<file path="config.mk">
export PLATFORM = sky130hd
export DESIGN_NAME = sslms_adapt
export DESIGN_NICKNAME = d
export VERILOG_FILES = /design/src/rtl/sslms_pkg.sv /design/src/rtl/sslms_dec_line.sv /design/src/rtl/sslms_precount.sv /design/src/rtl/sslms_coef.sv /design/src/rtl/sslms_adapt.sv
export SDC_FILE = /design/constraint.sdc
export NUM_CORES = 1
export LEC_CHECK = 0
export BUFFER_PORTS_ARGS = -buffer_cell sky130_fd_sc_hd__buf_2
export CAP_MARGIN = 30
export CORE_MARGIN = 5
export CORE_UTILIZATION = 40
export CTS_BUF_LIST = sky130_fd_sc_hd__clkbuf_16
export CTS_CLUSTER_DIAMETER = 150
export DETAILED_ROUTE_END_ITERATION = 10
export SETUP_SLACK_MARGIN = 0.1
export SKIP_LAST_GASP = 1
export SLEW_MARGIN = 40
export SYNTH_ARGS = -nofsm -noshare
export SYNTH_HDL_FRONTEND = slang
export SYNTH_SLANG_ARGS = --single-unit
export TNS_END_PERCENT = 1
</file>
<file path="constraint.sdc">
create_clock -name clk -period 5.65 [get_ports clk]
set_input_delay 0 -clock clk [delete_from_list [all_inputs] [get_ports clk]]
set_output_delay 0 -clock clk [all_outputs]
set_load 0.03 [all_outputs]
</file>
<file path="src/rtl/sslms_pkg.sv">
// Shared helpers for the sign-sign adaptation engine.
// Assumes every width passed in is at least 2.
package sslms_pkg;

    // Purpose: produce the mid-scale code (MSB set, other bits clear) for a W-bit counter
    function automatic logic [31:0] mid_code(input int unsigned w);
        return 32'(1) << (w - 1);
    endfunction

    // Purpose: produce the all-ones code for a W-bit counter
    function automatic logic [31:0] top_code(input int unsigned w);
        return (32'(1) << w) - 32'(1);
    endfunction

endpackage

</file>
<file path="src/rtl/sslms_dec_line.sv">
// Decision history chain.
// Bit i of hist_o holds the decision presented i+1 edges earlier.
// On reset every stage holds +1. The chain shifts on every edge, regardless of any enable.
// Assumes DEPTH >= 2.
module sslms_dec_line #(
    parameter int DEPTH = 4
) (
    input  logic             clk,
    input  logic             rst_n,
    input  logic             din,
    output logic [DEPTH-1:0] hist_o
);

    // Purpose: shift the newest decision in at the low end
    always_ff @(posedge clk) begin
        if (!rst_n) hist_o <= '1;
        else        hist_o <= {hist_o[DEPTH-2:0], din};
    end


    newest_stage_chk: assert property (@(posedge clk) disable iff (!rst_n)
        rst_n |=> hist_o[0] == $past(din));


    chain_shift_chk: assert property (@(posedge clk) disable iff (!rst_n)
        rst_n |=> hist_o[DEPTH-1:1] == $past(hist_o[DEPTH-2:0]));

endmodule

</file>
<file path="src/rtl/sslms_precount.sv">
// Vote-averaging pre-counter.
// Resets to mid-scale. An up vote at the top code raises carry_o, and a down vote at zero
// raises borrow_o, combinationally in the cycle of that vote. Either event reloads mid-scale.
// Assumes up and dn are never both high.
module sslms_precount #(
    parameter int W = 4
) (
    input  logic clk,
    input  logic rst_n,
    input  logic en,
    input  logic up,
    input  logic dn,
    output logic carry_o,
    output logic borrow_o
);
    import sslms_pkg::*;

    localparam logic [W-1:0] MID = W'(mid_code(W));
    localparam logic [W-1:0] TOP = W'(top_code(W));

    logic [W-1:0] cnt;

    // Purpose: flag overflow and underflow for the vote in this cycle
    always_comb begin
        carry_o  = en && up && (cnt == TOP);
        borrow_o = en && dn && (cnt == '0);
    end

    // Purpose: count enabled votes, reloading mid-scale on overflow or underflow
    always_ff @(posedge clk) begin
        if (!rst_n)                  cnt <= MID;
        else if (carry_o || borrow_o) cnt <= MID;
        else if (en && up)           cnt <= cnt + 1'b1;
        else if (en && dn)           cnt <= cnt - 1'b1;
    end


    carry_reload_chk: assert property (@(posedge clk) disable iff (!rst_n)
        carry_o |=> cnt == MID);


    borrow_reload_chk: assert property (@(posedge clk) disable iff (!rst_n)
        borrow_o |=> cnt == MID);


    pre_inc_chk: assert property (@(posedge clk) disable iff (!rst_n)
        (en && up && cnt != TOP) |=> cnt == $past(cnt) + 1'b1);


    pre_hold_chk: assert property (@(posedge clk) disable iff (!rst_n)
        !en |=> $stable(cnt));

endmodule

</file>
<file path="src/rtl/sslms_coef.sv">
// Saturating up/down coefficient counter.
// Resets to mid-code, which represents zero weight. An enabled inc raises the count by one
// and an enabled dec lowers it by one. The count clips at all-ones and at zero.
// Assumes inc and dec are never both high.
module sslms_coef #(
    parameter int W = 6
) (
    input  logic         clk,
    input  logic         rst_n,
    input  logic         en,
    input  logic         inc,
    input  logic         dec,
    output logic [W-1:0] coef_o
);
    import sslms_pkg::*;

    localparam logic [W-1:0] MID = W'(mid_code(W));
    localparam logic [W-1:0] TOP = W'(top_code(W));

    logic step_up, step_dn;

    // Purpose: qualify the step requests with the enable and the clipping limits
    always_comb begin
        step_up = en && inc && (coef_o != TOP);
        step_dn = en && dec && (coef_o != '0);
    end

    // Purpose: hold the tap weight
    always_ff @(posedge clk) begin
        if (!rst_n)       coef_o <= MID;
        else if (step_up) coef_o <= coef_o + 1'b1;
        else if (step_dn) coef_o <= coef_o - 1'b1;
    end


    sat_high_chk: assert property (@(posedge clk) disable iff (!rst_n)
        (coef_o == TOP && inc) |=> coef_o == TOP);


    sat_low_chk: assert property (@(posedge clk) disable iff (!rst_n)
        (coef_o == '0 && dec) |=> coef_o == '0);


    coef_hold_chk: assert property (@(posedge clk) disable iff (!rst_n)
        !en |=> $stable(coef_o));

endmodule

</file>
<file path="src/rtl/sslms_adapt.sv">
// Sign-sign LMS tap adaptation engine.
// Holds one offset tap (tap 0, regressor +1) and N_FB feedback taps (tap k uses the decision
// from k symbols earlier). Each tap votes up when the error sign equals its regressor bit.
// With BYPASS_PRE = 0, votes pass through a PRE_W-bit pre-counter whose carry or borrow steps
// a COEF_W-bit coefficient. With BYPASS_PRE = 1, votes step a WIDE_W-bit coefficient directly.
// Assumes N_FB >= 2.
module sslms_adapt #(
    parameter int N_FB       = 4,
    parameter int PRE_W      = 4,
    parameter int COEF_W     = 6,
    parameter int WIDE_W     = 10,
    parameter bit BYPASS_PRE = 1'b0,
    localparam int NT        = N_FB + 1,
    localparam int CW        = BYPASS_PRE ? WIDE_W : COEF_W
) (
    input  logic           clk,
    input  logic           rst_n,
    input  logic           adapt_en,
    input  logic           err_sgn_i,
    input  logic           dec_i,
    output logic [NT*CW-1:0] coef_o
);
    import sslms_pkg::*;

    localparam logic [CW-1:0]    MIDC    = CW'(mid_code(CW));
    localparam logic [NT*CW-1:0] ALL_MID = {NT{MIDC}};

    logic [N_FB-1:0] hist;
    logic [NT-1:0]   regr;
    logic [NT-1:0]   vote_up;
    logic [NT-1:0]   vote_dn;

    sslms_dec_line #(.DEPTH(N_FB)) u_line (
        .clk    (clk),
        .rst_n  (rst_n),
        .din    (dec_i),
        .hist_o (hist)
    );

    // Purpose: build each tap's regressor and its up/down vote
    always_comb begin
        regr    = {hist, 1'b1};
        vote_up = ~({NT{err_sgn_i}} ^ regr);
        vote_dn =   {NT{err_sgn_i}} ^ regr;
    end

    for (genvar t = 0; t < NT; t++) begin : g_tap
        logic [CW-1:0] word;
        if (BYPASS_PRE) begin : g_direct
            sslms_coef #(.W(CW)) u_coef (
                .clk    (clk),
                .rst_n  (rst_n),
                .en     (adapt_en),
                .inc    (vote_up[t]),
                .dec    (vote_dn[t]),
                .coef_o (word)
            );
        end else begin : g_filtered
            logic carry, borrow;
            sslms_precount #(.W(PRE_W)) u_pre (
                .clk      (clk),
                .rst_n    (rst_n),
                .en       (adapt_en),
                .up       (vote_up[t]),
                .dn       (vote_dn[t]),
                .carry_o  (carry),
                .borrow_o (borrow)
            );
            sslms_coef #(.W(CW)) u_coef (
                .clk    (clk),
                .rst_n  (rst_n),
                .en     (adapt_en),
                .inc    (carry),
                .dec    (borrow),
                .coef_o (word)
            );
        end
        assign coef_o[t*CW +: CW] = word;
    end


    reset_mid_chk: assert property (@(posedge clk)
        !rst_n |=> coef_o == ALL_MID);


    top_hold_chk: assert property (@(posedge clk) disable iff (!rst_n)
        !adapt_en |=> $stable(coef_o));

endmodule

</file>
==> results of run 1 <==
==> sequential cells by signal, summed over array words and instances, names as in the netlist <==
| register | cells |
|---|---|
| g_tap.g_filtered.u_coef.coef_o | 30 |
| g_tap.g_filtered.u_pre.cnt | 20 |
| u_line.hist_o | 4 |
==> stage by stage <==
step                      setup WS [ps]  std cells  hold slack (ps)  utilization, %  instance area [µm²]
after detailed placement           2760        516              191            44.2                 3880
after CTS                          2840        525             93.9            46.2                 4050
after floorplan                    3030        382              101               -                 3610
final                              2850        525             89.1            46.2                 4050
after global routing               2640        525              105            46.2                 4050
after global placement             2820        516              186            44.2                 3880
==> how the worst max path moves through the flow <==
stage,start,end,slack (ps),depth (start not counted)
2_1_floorplan,g_tap[1].g_filtered.u_coef.coef_o[0],g_tap[1].g_filtered.u_coef.coef_o[5],3030,9
3_5_place_dp,adapt_en,g_tap[1].g_filtered.u_coef.coef_o[5],2760,10
3_3_place_gp,adapt_en,g_tap[1].g_filtered.u_coef.coef_o[5],2820,10
5_1_grt,u_line.hist_o[0],g_tap[1].g_filtered.u_coef.coef_o[5],2640,9
4_1_cts,u_line.hist_o[0],g_tap[1].g_filtered.u_coef.coef_o[5],2840,9
6_report,u_line.hist_o[0],g_tap[1].g_filtered.u_coef.coef_o[5],2850,9
==> layout by cell type (no fill, tap or decap), types with 3 or more instances in the layout <==
cell type,Yosys,routed
nand4_1,7,7
xnor2_1,26,26
mux2_2,4,4
nor2_1,46,46
dfxtp_1,54,54
clkbuf_16,0,5
mux2i_1,21,21
xor2_1,6,6
a211oi_1,12,12
nor4_1,5,5
and2_1,3,3
nand3_1,3,3
nor3_1,13,13
fa_1,10,10
or3b_2,6,6
o21bai_1,5,5
a21o_1,15,15
nand2b_1,8,8
buf_2,1,34
a21oi_1,21,21
o21ai_0,11,11
xnor2_2,4,4
inv_1,8,10
and4_1,3,3
o311ai_1,1,3
ha_1,30,30
nand2_1,18,18
==> power by group through the flow <==
stage / registers [mW] / clock network, mW / logic, mW
3_5_place_dp: 0.470 / 0 / 0.273
5_1_grt: 0.470 / 0.368 / 0.309
4_1_cts: 0.461 / 0.351 / 0.275
6_report: 0.461 / 0.338 / 0.271
2_1_floorplan: 0.479 / 0 / 0.209
3_3_place_gp: 0.469 / 0 / 0.268
==> cell families (layout without fill, tap and decap cells) <==
kind of cell	after synthesis	count (layout)
buffers and inverters	18	53
AOI/OAI and AO/OA	83	83
muxes	25	25
and+or+nand+nor	126	126
xor gates and xnor gates	36	36
DFF	54	54
adders and majority gates	40	40
==> routing by layer <==
metal	vias to the layer above	global-route usage, %
li1	1469	-
met1	1327	16.9
met2	21	23.1
met3	4	2.34
met4	0	3.11
met5	-	0
==> what timing repair did <==
action,CTS,global route
setup endpoints to repair,0,0
endpoints found under the hold margin,1,0
hold buffers,1,0
==> layout make-up <==
class	instances	area [µm²]	share of cell area, %
multi-input cells	310	2450	60.5
repair buffers	35	180	4.45
inverters	10	38.8	0.958
well taps	108	135	3.34
flip-flops and latches	54	1080	26.7
clock inverters	3	37.5	0.927
clock buffers	5	125	3.09
==> metrics.md, run 1 <==
| Metric | Value |
|---|---|
| Total gr overflow | 0 |
| Internal reg-to-reg setup slack | 2850 ps |
| Post-synth top area cell | dfxtp_1 |
| Largest family of logic cells by synthesized area | simple AND/OR/NAND/NOR gates |
| #FFs+latches synth | 54 |
| Total power | 1.07 mW |
| Initial Util | 41.1% |
| Sw Pwr | 0.318 mW |
| Tmin final | 2800 ps |
| Vias in the first global route | 2,742 |
| DRT met1 WL | 3370 µm |
| Req. time, crit path | 5830 ps |
| WP data arrival | 2980 ps |
| Pre-antenna DRT Iters | 4 |
| Clock Sinks | 54 |
| Fin. max-slew vios | 0 |
| Detail Route Antenna Nets | 0 |
| Vias per cell | 5.37 |
| Combinational Power Share | 25.4% |
| Fmax | 357 MHz |
| Fraction of registers with async set/reset | 0% |
| Post-CTS Resized | 0 |
| Worst-margin pin slew | 701 ps |
| Largest buffer count on any clock path | 2 |
| CP endpoint kind | flip-flop |
| Crit Reg-Reg Endpoint | g_tap[1].g_filtered.u_coef.coef_o[5] |
| CTS root buf | clkbuf_16 |
| Hold Startpoint | rst_n |
| Hold Path End | u_line.hist_o[0] |
| Post-synthesis mux area share | 7.08% |
| Post-Synth Adder-Cell Area | 16.0% |
| Worst-path maximum fanout | 6 |
| Post-synthesis compound-gate area fraction | 17.3% |
| WL met3 | 166 µm |
| Max H-tree Level | 2 |
| Total track usage | 13.2% |
| Fillers | 861 |
| Max Cap Violations | 0 |
| PD cells | 264 nW/µm² |
| Synth top area share | 30.0% |
| Critical path, cell by cell | xnor2_2, o2111a_1, inv_1, ha_1, a211oi_1, o21bai_1, a21oi_1, mux2i_1, mux2_2 |
| Post-Syn Area | 3610 µm² |
| P_int | 0.752 mW |
| CP top delay family | compound AO/OA/AOI/OAI gates |
| Die H | 105 µm |
| Detailed Route Iter0 Violations | 47 |
| Hold path depth | 2 |
| Port buffer count | 34 |
| Slew headroom | 53.2% |
| # diodes | 0 |
| Initial antenna violation count | 0 |
| Core ar. | 8760 µm² |
| Total number of yosys warnings | 0 |
| Post-Synth XOR/XNOR Area | 9.58% |
| CP bufs+invs | 1 |
| Total detailed-routing wirelength | 6910 µm |
| CTS tree | built |
| Final setup TNS | 0 ps |
| Netlist cell types | 51 |
| Clk_skew | 2.91 ps |
| TritonCTS buffer count | 5 |
| DR top layer | met4 |
| Drt wl/cell | 13.2 µm |
| GPL Wtd Cong | 0.777 |
| Post-Synth Simple-Gate Area | 18.0% |
| First-pass GRT wire length | 12,600 µm |
| EDFF count, synth | 0 |
| Clk Latency, worst-skew pair | 280 ps |
| Die area | 11,000 µm² |
| Final Hold Vio Count | 0 |
| Largest net degree at the start of global routing | 36 |
| Num ports | 35 |
| Final HPWL DP | 5190 µm |
| CP Class | flip-flop to flip-flop |
| Setup crit start kind | flip-flop |
| Area delta synth->final | 12.3% |
| Core Rows | 34 |
| Setup Buffers After CTS | 0 |
| Worst-case vdd ir drop | 153 µV |
| Syn_area_per_cell | 9.44 µm² |
| Unrepaired setup endpoints after global routing | false |
| Syn_nets | 427 |
| Critical path's slowest cell | xnor2_2 |
| Top post-synthesis cells by area | dfxtp_1 (30%), ha_1 (10%), xnor2_1 (6.3%), mux2i_1 (5.8%), fa_1 (5.6%) |
| Reg2reg start | u_line.hist_o[0] |
| Layout cells sized above 1 | 15.1% |
| Top-count cell post-synth | dfxtp_1 |
| HP Class | input pin to flip-flop |
| DRC viols | 0 |
| Synth Instances | 382 |
| Final nets | 461 |
| Crit share post-route | 49.6% |
| DR vias | 2,821 |
| Switching share of power | 29.7% |
| Final Setup Violations | 0 |
| Metal2 WL | 3320 µm |
| Reg clk slew, reported paths | 70 ps |
| Clock share of power | 31.5% |
| Max incr delay on CP | 360 ps |
| Sequential group share of total power | 43.1% |
| Synth Flop Type | dfxtp_1 |
| Synth top cells by count | dfxtp_1 (54), nor2_1 (46), ha_1 (30) |
| Die width | 105 µm |
| Seq/Total Area, Yosys | 30.0% |
| Run status | completed |
| R2R depth | 9 |
| Lkg Pwr | 1.75 nW |
(Power assumes the default switching activity.)
==> run 2, diff against run 1 <==
--- a/config.mk
+++ b/config.mk
@@ -5,6 +5,7 @@
 export SDC_FILE = /design/constraint.sdc
 export NUM_CORES = 1
 export LEC_CHECK = 0
+export ABC_AREA = 1
 export BUFFER_PORTS_ARGS = -buffer_cell sky130_fd_sc_hd__buf_2
 export CAP_MARGIN = 30
 export CORE_MARGIN = 5
==> constraint.sdc (replaced) <==
create_clock -name clk -period 2.5 [get_ports clk]
set_input_delay 0 -clock clk [delete_from_list [all_inputs] [get_ports clk]]
set_output_delay 0 -clock clk [all_outputs]
set_load 0.03 [all_outputs]
==> run 2 against run 1 <==
  * Non-clock buffer count is 2 higher
  * Sequential power rose by 120%
  * Global-route usage up 1.8 points
  * Utilization down 0.98 points
  * Synthesized cell count up 45%
  * Critical path type unchanged
  * Critical endpoint is now g_tap[0].g_filtered.u_coef.coef_o[5]
  * Largest power group unchanged
  * Highest routed layer unchanged
==> metrics.md, run 2 <==
| Metric | Value |
|---|---|
| Vias per cell | 4.81 (-10%) |
| Hold WS | 122 ps (+33.1 ps) |
| Fraction of registers with async set/reset | 0% (unchanged) |
| Final HPWL DP | 6190 µm (+19%) |
| Detail Route Antenna Nets | 0 (unchanged) |
| Total detailed-routing wirelength | 8190 µm (+19%) |
| Crit share post-route | 84.9% (+35 points) |
| Die width | 109 µm (+3.5%) |
| Syn_nets | 600 (+41%) |
| Tmin final | 2120 ps (-680 ps) |
| Vias in the first global route | 3,392 (+24%) |
| Slew headroom | 66.4% (+13 points) |
| Post-synth top area cell | dfxtp_1 |
| #FFs+latches synth | 54 (unchanged) |
| Largest buffer count on any clock path | 2 (unchanged) |
| Die H | 109 µm (+3.5%) |
| Detailed Route Iter0 Violations | 113 (+140%) |
| R2R depth | 11 (+2) |
| Lkg Pwr | 2.07 nW (+18%) |
| Req. time, crit path | 2680 ps (-3150 ps) |
| Clk Latency, worst-skew pair | 290 ps (about the same) |
| GPL Wtd Cong | 0.825 (+6.2%) |
| DR vias | 3,475 (+23%) |
| Run status | completed |
| Core ar. | 9640 µm² (+10%) |
| Syn_area_per_cell | 7.00 µm² (-26%) |
| # diodes | 0 (unchanged) |
| Post-place setup slack | 398 ps (-2360 ps) |
| Largest net degree at the start of global routing | 24 (-33%) |
| CP Class | flip-flop to flip-flop |
| Post-Syn Area | 3890 µm² (+7.8%) |
| Fmax | 471 MHz (+32%) |
| Reg clk slew, reported paths | 70 ps (about the same) |
| Netlist cell types | 31 (-39%) |
| Final Setup Violations | 0 (unchanged) |
| Initial Util | 40.3% (-0.82 points) |
| PD cells | 552 nW/µm² (+110%) |
| Synth Instances | 555 (+45%) |
| Max Cap Violations | 0 (unchanged) |
| Largest registers | g_tap.g_filtered.u_coef.coef_o x30, g_tap.g_filtered.u_pre.cnt x20, u_line.hist_o x4 |
| Clk_skew | 3.81 ps (+0.904 ps) |
| Top-count cell post-synth | nand2_1 |
| Synth top area share | 27.8% (-2.2 points) |
| Commonest non-fill, non-tap cell in the layout | nand2_1 |
| Max H-tree Level | 2 (unchanged) |
| Total track usage | 15.0% (+1.8 points) |
| Worst-path maximum fanout | 8 (+2) |
| Core Rows | 36 (+5.9%) |
| Port buffer count | 34 (unchanged) |
| Seq/Total Area, Yosys | 27.8% (-2.2 points) |
| Worst setup margin | 377 ps (-2470 ps) |
| TritonCTS buffer count | 5 (unchanged) |
| Unrepaired setup endpoints after global routing | false |
| Total gr overflow | 0 (unchanged) |
| EDFF count, synth | 0 (unchanged) |
| Total number of yosys warnings | 0 (unchanged) |
| CP endpoint kind | flip-flop |
| Num ports | 35 (unchanged) |
| CTS tree | built |
| Top post-synthesis cells by area | dfxtp_1 (28%), nand2_1 (13%), ha_1 (9.7%), a21oi_1 (7.1%), nor2_1 (6.8%) |
| WP data arrival | 2300 ps (-680 ps) |
| HP Class | input pin to flip-flop |
| First-pass GRT wire length | 14,700 µm (+17%) |
| DP Area | 4160 µm² (+7.4%) |
| Initial antenna violation count | 0 (unchanged) |
| CTS root buf | clkbuf_16 |
| Worst-margin pin slew | 504 ps (-197 ps) |
| Setup crit start kind | flip-flop |
| Die area | 11,800 µm² (+7.1%) |
| DRC viols | 0 (unchanged) |
| Fin. max-slew vios | 0 (unchanged) |
| Layout cells sized above 1 | 11.7% (-3.4 points) |
| Synth top cells by count | nand2_1 (136), nor2_1 (70), a21oi_1 (55) |
| Synth Flop Type | dfxtp_1 |
| Clock Sinks | 54 (unchanged) |
| Max reg flops | 30 (unchanged) |
| Final setup TNS | 0 ps (unchanged) |
| Most frequent cells in the layout | nand2_1 (136), nor2_1 (70), inv_1 (55), a21oi_1 (55), dfxtp_1 (54) |
| Drt wl/cell | 11.3 µm (-14%) |
| Total power | 2.41 mW (+120%) |
| Hold path depth | 3 (+1) |
| Final nets | 633 (+37%) |
| Pre-antenna DRT Iters | 4 (unchanged) |
| Top reg by flops | g_tap.g_filtered.u_coef.coef_o |
| Final Hold Vio Count | 0 (unchanged) |
| Final Cell Area | 4360 µm² (+7.7%) |
| Area delta synth->final | 12.2% |
| Worst-case vdd ir drop | 263 µV (+72%) |
run 2: final cells by class:
cell class | instances | area (µm²)
timing repair buffer | 37 | 195
tap | 133 | 166
clock buffer | 5 | 125
fill | 1011 | 5280
sequential | 54 | 1080
multi-input combinational | 434 | 2530
clock inverter | 3 | 41.3
inverter | 56 | 218
run 2: worst max-delay path: stages, from the launching register on:
cell     delay [ps]
dfxtp_1         430
nand4_1         150
o21ai_2         400
ha_1            370
a21oi_1         150
nand2_1         100
nand3_1         110
nand2_1          70
nand2_1          80
nand2_1          60
nand2_1          50
nand3_1          50
run 2: timing repair:
action                                 in CTS  in global routing
resized for setup                           0                  2
hold buffers                                1                  0
endpoints found under the hold margin       1                  0
setup endpoints to repair                   0                  1
buffers inserted                            0                  0
run 2: path summary, 6_finish.rpt:
kind,from,end,slack (ps)
worst max-delay path,g_tap[0].g_filtered.u_coef.coef_o[1],g_tap[0].g_filtered.u_coef.coef_o[5],380
worst min-delay path,adapt_en,g_tap[0].g_filtered.u_pre.cnt[1],120
worst max register to register,g_tap[0].g_filtered.u_coef.coef_o[1],g_tap[0].g_filtered.u_coef.coef_o[5],380
worst min register to register,g_tap[1].g_filtered.u_pre.cnt[3],g_tap[1].g_filtered.u_pre.cnt[3],490
run 2: logic make-up (layout without fill, tap and decap cells):
kind of cell	Yosys count	in the layout	synth area share, %
AOI/OAI and AO/OA	88	88	11.5
xor gates and xnor gates	23	23	5.18
adders and majority gates	40	40	14.8
buffers and inverters	67	101	7.53
DFF	54	54	27.8
and+or+nand+nor	283	283	33.2
run 2: metal layers:
| metal | routed length, µm | share of wire (%) | global-route usage (%) |
|---|---|---|---|
| met5 | 0 | 0 | 0 |
| met4 | 70 | 0.85 | 4.24 |
| met3 | 120 | 1.5 | 2.15 |
| met2 | 3950 | 48 | 26.3 |
| met1 | 4050 | 49 | 19.1 |
run 2: metrics by stage:
step / util, % / instances
2_1_floorplan: - / 555
3_3_place_gp: 43.2 / 713
3_5_place_dp: 43.2 / 713
4_1_cts: 45.0 / 722
5_1_grt: 45.2 / 722
6_report: 45.2 / 722
run 2: report_power, final:
group          switching (mW)  total [mW]  internal (mW)
Clock                   0.315       0.785          0.470
Sequential             0.0867        1.01          0.928
Combinational           0.362       0.605          0.243
Total                   0.764        2.41           1.64
==> run 3, diff against run 2 <==
==> constraint.sdc (replaced) <==
create_clock -name clk -period 1.92 [get_ports clk]
set_input_delay 0 -clock clk [delete_from_list [all_inputs] [get_ports clk]]
set_output_delay 0 -clock clk [all_outputs]
set_load 0.03 [all_outputs]
==> run 3 against run 2 <==
  * Cell count is 9.7% higher
  * Critical path type unchanged
  * Routed wire length is 16% higher
  * Clock skew is 1.9 ps higher
  * Non-clock buffer count is 71 higher
  * Register-to-register slack worse by 350 ps
  * Highest routed layer unchanged
  * Critical path depth stayed put
  * Utilization is 8.6 points higher
  * Count of clock-buffer cells in the layout stayed put
  * Largest cell class unchanged
  * Largest power group unchanged
  * Sequential power is 26% higher
  * First-iteration DRC count is 58% higher
  * Flip-flop and latch count stayed put
==> metrics.md, run 3 (synthesized netlist as in run 2, its figures left out) <==
| Metric | Value |
|---|---|
| Req. time, crit path | 2100 ps (-580 ps) |
| DRT met1 WL | 4280 µm (+5.5%) |
| Metal2 WL | 4800 µm (+21%) |
| PD cells | 613 nW/µm² (+11%) |
| Layout cells sized above 1 | 32.2% (+20 points) |
| Final Non-Filler Cells | 792 (+9.7%) |
| Drt wl/cell | 12.0 µm (+5.8%) |
| Unrepaired setup endpoints after global routing | true |
| DR vias | 3,833 (+10%) |
| DR top layer | met4 |
| Reg clk slew, reported paths | 70 ps (about the same) |
| WP data arrival | 2070 ps (-230 ps) |
| Largest buffer count on any clock path | 2 (unchanged) |
| DP Area | 4630 µm² (+11%) |
| CP endpoint kind | flip-flop |
| Run status | completed |
| Vias in the first global route | 3,820 (+13%) |
| Initial antenna violation count | 0 (unchanged) |
| Die area | 11,800 µm² (unchanged) |
| Final Cell Area | 5190 µm² (+19%) |
| Max reg flops | 30 (unchanged) |
| Final Setup Violations | 0 (unchanged) |
| TritonCTS buffer count | 5 (unchanged) |
| Most frequent cells in the layout | nand2_1 (120), buf_4 (71), nor2_1 (65) |
| Clk Latency, worst-skew pair | 290 ps (about the same) |
| Top reg by flops | g_tap.g_filtered.u_coef.coef_o |
| Placed cells | 770 (+8.0%) |
| Area delta synth->final | 33.6% |
| Die width | 109 µm (unchanged) |
| Worst-path maximum fanout | 6 (-2) |
| Fillers | 954 (-5.6%) |
| Core ar. | 9640 µm² (unchanged) |
| Max Cap Violations | 0 (unchanged) |
| GPL Wtd Cong | 0.857 (+3.9%) |
| Crit share post-route | 98.5% (+14 points) |
| Total track usage | 16.7% (+1.7 points) |
| Total detailed-routing wirelength | 9510 µm (+16%) |
| CP Class | flip-flop to flip-flop |
| Largest net degree at the start of global routing | 21 (-13%) |
| Fmax | 529 MHz (+12%) |
| Detailed Route Iter0 Violations | 178 (+58%) |
| Total power | 3.19 mW (+32%) |
| HP Class | input pin to flip-flop |
| Commonest non-fill, non-tap cell in the layout | nand2_1 |
| Final Util | 53.9% (+8.6 points) |
| DRC viols | 0 (unchanged) |
| Tmin final | 1890 ps (-232 ps) |
| Final HPWL DP | 7090 µm (+15%) |
| Clock Sinks | 54 (unchanged) |
| Worst-case vdd ir drop | 452 µV (+72%) |
| Detail Route Antenna Nets | 0 (unchanged) |
| Total gr overflow | 0 (unchanged) |
| # diodes | 0 (unchanged) |
| WL met3 | 282 µm (+140%) |
| CTS tree | built |
| Final nets | 704 (+11%) |
| Slew headroom | 74.5% (+8.2 points) |
| Largest registers | g_tap.g_filtered.u_coef.coef_o x30, g_tap.g_filtered.u_pre.cnt x20, u_line.hist_o x4 |
| Num ports | 35 (unchanged) |
| First-pass GRT wire length | 16,300 µm (+11%) |
| CTS root buf | clkbuf_16 |
| Final Hold Vio Count | 0 (unchanged) |
| Initial Util | 40.3% (unchanged) |
| Final setup TNS | 0 ps (unchanged) |
| Worst-margin pin slew | 382 ps (-123 ps) |
| Lkg Pwr | 2.44 nW (+18%) |
| Port buffer count | 34 (unchanged) |
| Fin. max-slew vios | 0 (unchanged) |
| Setup crit start kind | flip-flop |
| Vias per cell | 4.84 (+0.55%) |
| Clk_skew | 5.75 ps (+1.94 ps) |
| Core Rows | 36 (unchanged) |
| Die H | 109 µm (unchanged) |
| Pre-antenna DRT Iters | 4 (unchanged) |
| Max H-tree Level | 2 (unchanged) |
run 3: what timing repair did:
| item | in CTS | in global routing |
|---|---|---|
| hold endpoints to repair | 1 | 0 |
| setup endpoints to repair | 14 | 20 |
| hold buffers | 1 | 0 |
| pin swaps | 9 | 28 |
| resized for setup | 24 | 45 |
| buffers inserted | 7 | 7 |
run 3: worst paths after layout:
path                                  startpoint                              endpoint  slack [ps]  cells past startpoint
worst max-delay path            u_line.hist_o[2]  g_tap[3].g_filtered.u_coef.coef_o[4]          30                     11
worst min-delay path                       rst_n  g_tap[1].g_filtered.u_coef.coef_o[5]         100                      2
worst max register to register  u_line.hist_o[2]  g_tap[3].g_filtered.u_coef.coef_o[4]          30                     11
worst min register to register  u_line.hist_o[1]                      u_line.hist_o[2]         470                      2
run 3: through the flow:
step | hold WS [ps] | setup slack (ps)
after floorplan | 107 | 57.6
after global placement | 206 | 26.6
after detailed placement | 206 | -68.5
after CTS | 96.3 | 53.2
after global routing | 114 | -102
final | 103 | 29.2
run 3: power by group:
part           total, mW  switching [mW]  internal (mW)
Clock              0.879           0.407          0.473
Sequential          1.27          0.0611           1.21
Combinational       1.03           0.589          0.445
run 3: critical path: stages, from the launching register on:
cell and delay, ps:
dfxtp_2 360, inv_2 40, nand2_2 70, nand2_4 60, nor2_4 130, nand3_4 180
buf_6 180, fa_2 340, nand3_1 80, nand2_1 70, xnor2_1 170, a21oi_1 80
run 3: cell type report:
class | instances | area [µm²] | area share, %
clock inverter | 2 | 10.0 | 0.193
clock buffer | 5 | 125 | 2.41
multi-input combinational | 434 | 2820 | 54.3
tap | 133 | 166 | 3.20
inverter | 56 | 218 | 4.19
timing repair buffer | 108 | 736 | 14.2
sequential | 54 | 1120 | 21.5
run 3: per-layer routing:
layer / global-route usage [%] / vias to the layer above
met3: 2.57 / 14
met4: 4.06 / 0
met1: 19.8 / 1749
met5: 0 / -
met2: 31.2 / 66
li1: - / 2004
